==> src/rtl/i2ct_pkg.sv <==
`timescale 1ns/1ps
package i2ct_pkg;

    localparam int ADDR_W = 7;
    localparam int BYTE_W = 8;
    localparam int CNT_W  = $clog2(BYTE_W + 2);

    typedef logic [BYTE_W-1:0] byte_t;

    typedef enum logic [2:0] {
        ST_IDLE,
        ST_ADDR,
        ST_RX,
        ST_TX,
        ST_SKIP
    } tgt_state_e;

    typedef struct packed {
        logic full;
        logic ovf;
        logic rd_dir;
        logic irq;
    } tgt_flags_t;

    function automatic logic addr_hit(input byte_t b, input logic [ADDR_W-1:0] a);
        return b[BYTE_W-1:1] == a;
    endfunction

endpackage

==> src/rtl/i2ct_line_sync.sv <==
`timescale 1ns/1ps
module i2ct_line_sync #(
    parameter int STAGES = 2
) (
    input  logic clk,
    input  logic rst,
    input  logic din,
    output logic dout
);

    logic [STAGES-1:0] ff;

    // Idle bus level is high, so the chain resets to ones.
    always_ff @(posedge clk) begin
        if (rst) ff <= '1;
        else     ff <= {ff[STAGES-2:0], din};
    end

    assign dout = ff[STAGES-1];

endmodule

==> src/rtl/i2ct_bus_cond.sv <==
`timescale 1ns/1ps
module i2ct_bus_cond (
    input  logic clk,
    input  logic rst,
    input  logic scl_s,
    input  logic sda_s,
    output logic scl_rise,
    output logic scl_fall,
    output logic bus_start,
    output logic bus_stop
);

    logic scl_q, sda_q;

    always_ff @(posedge clk) begin
        if (rst) begin
            scl_q <= 1'b1;
            sda_q <= 1'b1;
        end else begin
            scl_q <= scl_s;
            sda_q <= sda_s;
        end
    end

    assign scl_rise  = scl_s & ~scl_q;
    assign scl_fall  = ~scl_s & scl_q;
    assign bus_start = scl_s & scl_q & sda_q & ~sda_s;
    assign bus_stop  = scl_s & scl_q & ~sda_q & sda_s;

endmodule

==> src/rtl/i2c_target_stretch.sv <==
`timescale 1ns/1ps
module i2c_target_stretch
    import i2ct_pkg::*;
#(
    parameter int SYNC_STAGES = 2
) (
    input  logic              clk,
    input  logic              rst,
    input  logic [ADDR_W-1:0] own_addr,
    input  logic              scl_i,
    input  logic              sda_i,
    output logic              scl_oe,
    output logic              sda_oe,
    input  logic              stretch_en,
    input  logic              host_release,
    input  logic              host_wr_buf,
    input  logic [BYTE_W-1:0] host_wdata,
    input  logic              host_rd_buf,
    input  logic              host_clr_irq,
    input  logic              host_clr_ovf,
    output logic [BYTE_W-1:0] buf_data,
    output logic              buf_full,
    output logic              ovf,
    output logic              dir_read,
    output logic              irq
);

    localparam logic [CNT_W-1:0] CNT_ONE  = CNT_W'(1);
    localparam logic [CNT_W-1:0] LAST_BIT = CNT_W'(BYTE_W);
    localparam logic [CNT_W-1:0] ACK_BIT  = CNT_W'(BYTE_W + 1);

    // ---------------- line conditioning ----------------
    logic [1:0] raw_lines, sync_lines;
    logic       scl_s, sda_s;
    logic       scl_rise, scl_fall, bus_start, bus_stop;

    assign raw_lines = {sda_i, scl_i};

    for (genvar g = 0; g < 2; g++) begin : g_sync
        i2ct_line_sync #(.STAGES(SYNC_STAGES)) u_sync (
            .clk  (clk),
            .rst  (rst),
            .din  (raw_lines[g]),
            .dout (sync_lines[g])
        );
    end

    assign scl_s = sync_lines[0];
    assign sda_s = sync_lines[1];

    i2ct_bus_cond u_cond (
        .clk       (clk),
        .rst       (rst),
        .scl_s     (scl_s),
        .sda_s     (sda_s),
        .scl_rise  (scl_rise),
        .scl_fall  (scl_fall),
        .bus_start (bus_start),
        .bus_stop  (bus_stop)
    );

    // ---------------- transfer engine ----------------
    tgt_state_e       state;
    logic [CNT_W-1:0] cnt;        // SCL rising edges seen in this byte
    byte_t            rx_sh, tx_sh, buf_q;
    logic             tx_en, ack_drv, hold;
    tgt_flags_t       flags;
    logic             rx_blocked;

    // A host read in the same cycle frees the buffer for the arriving byte.
    assign rx_blocked = (flags.full & ~host_rd_buf) | flags.ovf;

    always_ff @(posedge clk) begin
        if (rst) begin
            state   <= ST_IDLE;
            cnt     <= '0;
            rx_sh   <= '0;
            tx_sh   <= '0;
            buf_q   <= '0;
            tx_en   <= 1'b0;
            ack_drv <= 1'b0;
            hold    <= 1'b0;
            flags   <= '0;
        end else begin
            // Host side first; bus events below take precedence.
            if (host_rd_buf)  flags.full <= 1'b0;
            if (host_clr_irq) flags.irq  <= 1'b0;
            if (host_clr_ovf) flags.ovf  <= 1'b0;
            if (host_release) hold       <= 1'b0;
            if (host_wr_buf) begin
                buf_q <= host_wdata;
                tx_sh <= host_wdata;
            end

            if (bus_start) begin
                state   <= ST_ADDR;
                cnt     <= '0;
                ack_drv <= 1'b0;
                tx_en   <= 1'b0;
                hold    <= 1'b0;
            end else if (bus_stop) begin
                state   <= ST_IDLE;
                ack_drv <= 1'b0;
                tx_en   <= 1'b0;
                hold    <= 1'b0;
            end else begin
                case (state)
                    ST_ADDR, ST_RX: begin
                        if (scl_rise) begin
                            if (cnt < LAST_BIT) rx_sh <= {rx_sh[BYTE_W-2:0], sda_s};
                            if (cnt < ACK_BIT)  cnt   <= cnt + CNT_ONE;
                        end
                        if (scl_fall && cnt == LAST_BIT) begin
                            if (state == ST_ADDR && !addr_hit(rx_sh, own_addr)) begin
                                state <= ST_SKIP;
                            end else if (state == ST_ADDR && rx_sh[0]) begin
                                buf_q        <= rx_sh;
                                flags.full   <= 1'b1;
                                flags.rd_dir <= 1'b1;
                                ack_drv      <= 1'b1;
                            end else begin
                                if (state == ST_ADDR) flags.rd_dir <= 1'b0;
                                if (rx_blocked) begin
                                    if (flags.full && !host_rd_buf) flags.ovf <= 1'b1;
                                end else begin
                                    buf_q      <= rx_sh;
                                    flags.full <= 1'b1;
                                    ack_drv    <= 1'b1;
                                end
                            end
                        end
                        if (scl_fall && cnt == ACK_BIT) begin
                            ack_drv   <= 1'b0;
                            flags.irq <= 1'b1;
                            cnt       <= '0;
                            if (flags.rd_dir) begin
                                state <= ST_TX;
                                hold  <= 1'b1;
                                tx_en <= 1'b1;
                            end else begin
                                state <= ST_RX;
                                hold  <= stretch_en;
                            end
                        end
                    end
                    ST_TX: begin
                        if (scl_rise && cnt < ACK_BIT) begin
                            cnt <= cnt + CNT_ONE;
                            if (cnt == LAST_BIT && sda_s) begin
                                // Controller NACK: transfer over.
                                state        <= ST_IDLE;
                                flags.rd_dir <= 1'b0;
                                cnt          <= '0;
                            end
                        end
                        if (scl_fall) begin
                            if (cnt >= CNT_ONE && cnt < LAST_BIT)
                                tx_sh <= {tx_sh[BYTE_W-2:0], 1'b1};
                            if (cnt == LAST_BIT) tx_en <= 1'b0;
                            if (cnt == ACK_BIT) begin
                                cnt       <= '0;
                                flags.irq <= 1'b1;
                                hold      <= 1'b1;
                                tx_en     <= 1'b1;
                            end
                        end
                    end
                    default: ;
                endcase
            end
        end
    end

    assign scl_oe   = hold;
    assign sda_oe   = ack_drv | (tx_en & ~tx_sh[BYTE_W-1]);
    assign buf_data = buf_q;
    assign buf_full = flags.full;
    assign ovf      = flags.ovf;
    assign dir_read = flags.rd_dir;
    assign irq      = flags.irq;

    // ---------------- assertions ----------------
    assert_skip_silent_R3: assert property (@(posedge clk) disable iff (rst)
        (state == ST_SKIP) |-> (!sda_oe && !scl_oe));

    assert_ovf_sticky_R5: assert property (@(posedge clk) disable iff (rst)
        (ovf && !host_clr_ovf) |=> ovf);

    assert_irq_sticky_R6: assert property (@(posedge clk) disable iff (rst)
        (irq && !host_clr_irq) |=> irq);

    assert_hold_until_release_R7: assert property (@(posedge clk) disable iff (rst)
        (scl_oe && !host_release && !bus_start && !bus_stop) |=> scl_oe);

    assert_sda_moves_low_R9: assert property (@(posedge clk) disable iff (rst)
        (!$stable(sda_oe)) |-> (!$past(scl_s) || $past(bus_start) ||
                                $past(bus_stop) || $past(host_wr_buf)));

endmodule

==> config.mk <==
export PLATFORM = sky130hd
export DESIGN_NAME = i2c_target_stretch
export DESIGN_NICKNAME = d
export VERILOG_FILES = /design/src/rtl/i2ct_pkg.sv /design/src/rtl/i2ct_line_sync.sv /design/src/rtl/i2ct_bus_cond.sv /design/src/rtl/i2c_target_stretch.sv
export SDC_FILE = /design/constraint.sdc
export NUM_CORES = 1
export LEC_CHECK = 0
export BUFFER_PORTS_ARGS = -buffer_cell sky130_fd_sc_hd__buf_2
export CAP_MARGIN = 5
export CORE_AREA = 2 2 72 74
export CTS_CLUSTER_SIZE = 40
export DETAILED_ROUTE_END_ITERATION = 7
export DIE_AREA = 0 0 74 76
export MAX_ROUTING_LAYER = met4
export PLACE_DENSITY = 0.71
export SYNTH_ARGS = -nofsm -noshare
export SYNTH_HDL_FRONTEND = slang
export SYNTH_SLANG_ARGS = --single-unit
==> constraint.sdc <==
create_clock -name clk -period 2.9 [get_ports clk]
set_input_delay 0.58 -clock clk [delete_from_list [all_inputs] [get_ports clk]]
set_output_delay 0.58 -clock clk [all_outputs]
set_load 0.005 [all_outputs]
==> metrics <==
Via Count=1988; clock buffer count from CTS=5; clk sink count=44; share of the synthesized area in the top cell type=37.3%; gr usage total=20.9%; Min-Delay Path Class=reg -> reg; Core ar.=4910 um^2; WP buf/inv=0; R2R depth=5; Net Count, Synth=291; power consumption=1.27 mW; Syn. warnings=0; most common cell in the synthesized netlist=dfxtp_1; Post-synth EDFFs=0; # setup viols final=0; maxcap violations=0; Max Fclk=488 MHz; first-pass GRT wire length=9.01 mm; WL per Instance=14.8 um; CP dominant cell by count=nor3_1; top cells by area, synth=dfxtp_1 (37%), mux2i_1 (7.6%), nor2_1 (4.6%); post-synth design cell area=2360 um^2; Hold Crit Start=g_sync[1].u_sync.ff[0]; Die Y-Extent=76 um; R2R Setup Slk=0.85 ns; Root Driver=clkbuf_8; routability cong.=0.890; initial antenna violation count=0; Worst path top cell family by delay=compound AO/OA/AOI/OAI gates; ys async rst share=0%; Setup CP Type=reg -> reg; Cell variety after synth=58; # port buffers=38; CP endpoint kind=register; Layout area overhead=13.2%; CTS Hold Buffers Added=0; total die area=5620 um^2; Final Hold Fails=0; global route total overflow=0; clk slew on worst S/H paths=0.10 ns; Clock Latency Late Sink=0.31 ns; unrepaired setup endpoints after global routing=false; die width=74 um; largest net degree at the start of global routing=39; DR DRC count=0; Top Ports=39; post-cts resize count=0; Max-slew headroom=59.1%; leakage power=1.08 nW; power density cells=475 nW/um^2; final core occ=54.3%; maximum VDD drop=0.000299 V; post-CTS setup buffer count=0; crit path DAT=2.24 ns; Startpoint Class=register; Reg-to-Reg End=buf_data[1]; min cycle time layout=2.05 ns; fin crit share=70.7%; Post-DP HPWL=3.82 mm; post-layout instance area=2670 um^2; skew final=0.0148 ns; ys flop type=dfxtp_1; H-tree Lvls=2; WP data required=3.09 ns; drt pass-1 iters=4; Row Count=26; critical path, cell by cell=nand2b_1 -> a2111oi_1 -> o21ai_1 -> nor3_1 -> nor3_1; Layout Nets=319; n_diodes=0; clk buf depth=2; slowest stage delay, CP=0.59 ns; vias per std cell=5.49; vias in the first global route=1840; Final Max Tran Viols=0; Synth Area per Inst=8.97 um^2; Max Fanout on Critical Path=10; register bit total from synthesis=44; starting density of the core=48.0%; total negative setup slack=0 ns; DRT iter0 DRCs=126; placed cell areas=2550 um^2; top cells by count, synth=dfxtp_1 (44), nor2_1 (29), mux2i_1 (18), a21oi_1 (17), nor3_1 (14); Syn Inst Count=263; DP Worst Slack=0.801 ns; status=finished, final reports clean; CTS tree=done; register area share after synthesis=37.3%; antenna-violating nets left=0; routed wire length=5.37 mm; worst slew pin tran=0.608 ns; hold endpoint=g_sync[1].u_sync.ff[1]; setup ws final=0.851 ns; reg-to-reg startpoint=state[1]; cell taking the most area after synthesis=dfxtp_1; hold path depth=1; layout cell share with drive strength beyond 1=26.0%; critical path's slowest cell=a2111oi_1
[report_power, final]
group	leakage [nW]	switching [mW]	internal [mW]
Sequential	0.359	0.0162	0.624
Clock	0.0548	0.236	0.260
Combinational	0.661	0.0690	0.0640
[flip-flops by register name, indices dropped and copies added, names as in the netlist, 3 cells and up]
signal	cells
buf_data	8
rx_sh	8
tx_sh	8
cnt	4
g_sync.u_sync.ff	4
state	3
[stage by stage]
stage / hold slack, ns / instances
after global routing: 0.425 / 362
final: 0.418 / 362
after detailed placement: 0.397 / 354
after global placement: 0.397 / 354
after CTS: 0.422 / 362
after floorplan: 0.389 / 263
[routing by layer]
metal / vias to the layer above / track usage, % / share of wire [%]
li1: 1008 / - / -
met3: 2 / 4.23 / 4.7
met5: - / - / 0
met4: 0 / 6.18 / 0.73
met1: 926 / 29.4 / 49
met2: 52 / 30.2 / 46
[worst register-to-register path: stages, from the launching register on]
cell	delay (ns)
dfxtp_1	0.55
nand2b_1	0.16
a2111oi_1	0.59
o21ai_1	0.27
nor3_1	0.28
nor3_1	0.09
[placed cells by master (no fill, tap or decap), types with 3 or more instances in the layout]
| cell type | synthesis | routed |
|---|---|---|
| nor3_1 | 14 | 14 |
| nand3_1 | 5 | 5 |
| nor2b_1 | 3 | 3 |
| mux2i_1 | 18 | 18 |
| inv_1 | 9 | 9 |
| nand2_1 | 8 | 8 |
| or2_2 | 7 | 7 |
| a21oi_1 | 17 | 17 |
| mux2_2 | 7 | 7 |
| clkbuf_8 | 0 | 5 |
| xnor2_1 | 4 | 4 |
| dfxtp_1 | 44 | 44 |
| ha_1 | 3 | 3 |
| o21ai_0 | 5 | 5 |
| a211o_1 | 3 | 3 |
| nand4b_1 | 3 | 3 |
| buf_2 | 5 | 38 |
| nand2b_1 | 4 | 4 |
| o211ai_1 | 3 | 3 |
| a31oi_1 | 3 | 3 |
| xor2_1 | 4 | 4 |
| a211oi_2 | 7 | 7 |
| and2_1 | 4 | 4 |
| nor2_1 | 29 | 29 |
[final cells by class]
type / instances / area, um^2
multi-input cells: 191 / 1350
inverters: 9 / 33.8
clock inverters: 3 / 46.3
flip-flops and latches: 44 / 881
clock buffers: 5 / 68.8
repair buffers: 40 / 205
well taps: 70 / 87.6
fillers: 473 / 2240
[logic make-up (layout without fill, tap and decap cells)]
group / Yosys count / after routing / synth area share (%)
simple gates: 92 / 92 / 21.1
compound gates: 63 / 63 / 20.1
flops: 44 / 44 / 37.3
buf+inv: 28 / 57 / 5.89
mux: 25 / 25 / 11.0
xor+xnor: 8 / 8 / 2.97
fa+ha+maj: 3 / 3 / 1.59
[worst max path at each step]
stage                            from          end  slack (ns)  cells after the start
final                        state[1]  buf_data[1]        0.85                      5
after CTS                    state[1]  buf_data[1]        0.93                      5
after detailed placement  own_addr[3]     state[0]        0.80                      6
after floorplan                cnt[0]     tx_sh[6]        1.03                      9
after global routing         state[1]  buf_data[1]        0.70                      5
after global placement    own_addr[3]     state[0]        0.85                      6
(Power assumes the default switching activity.)
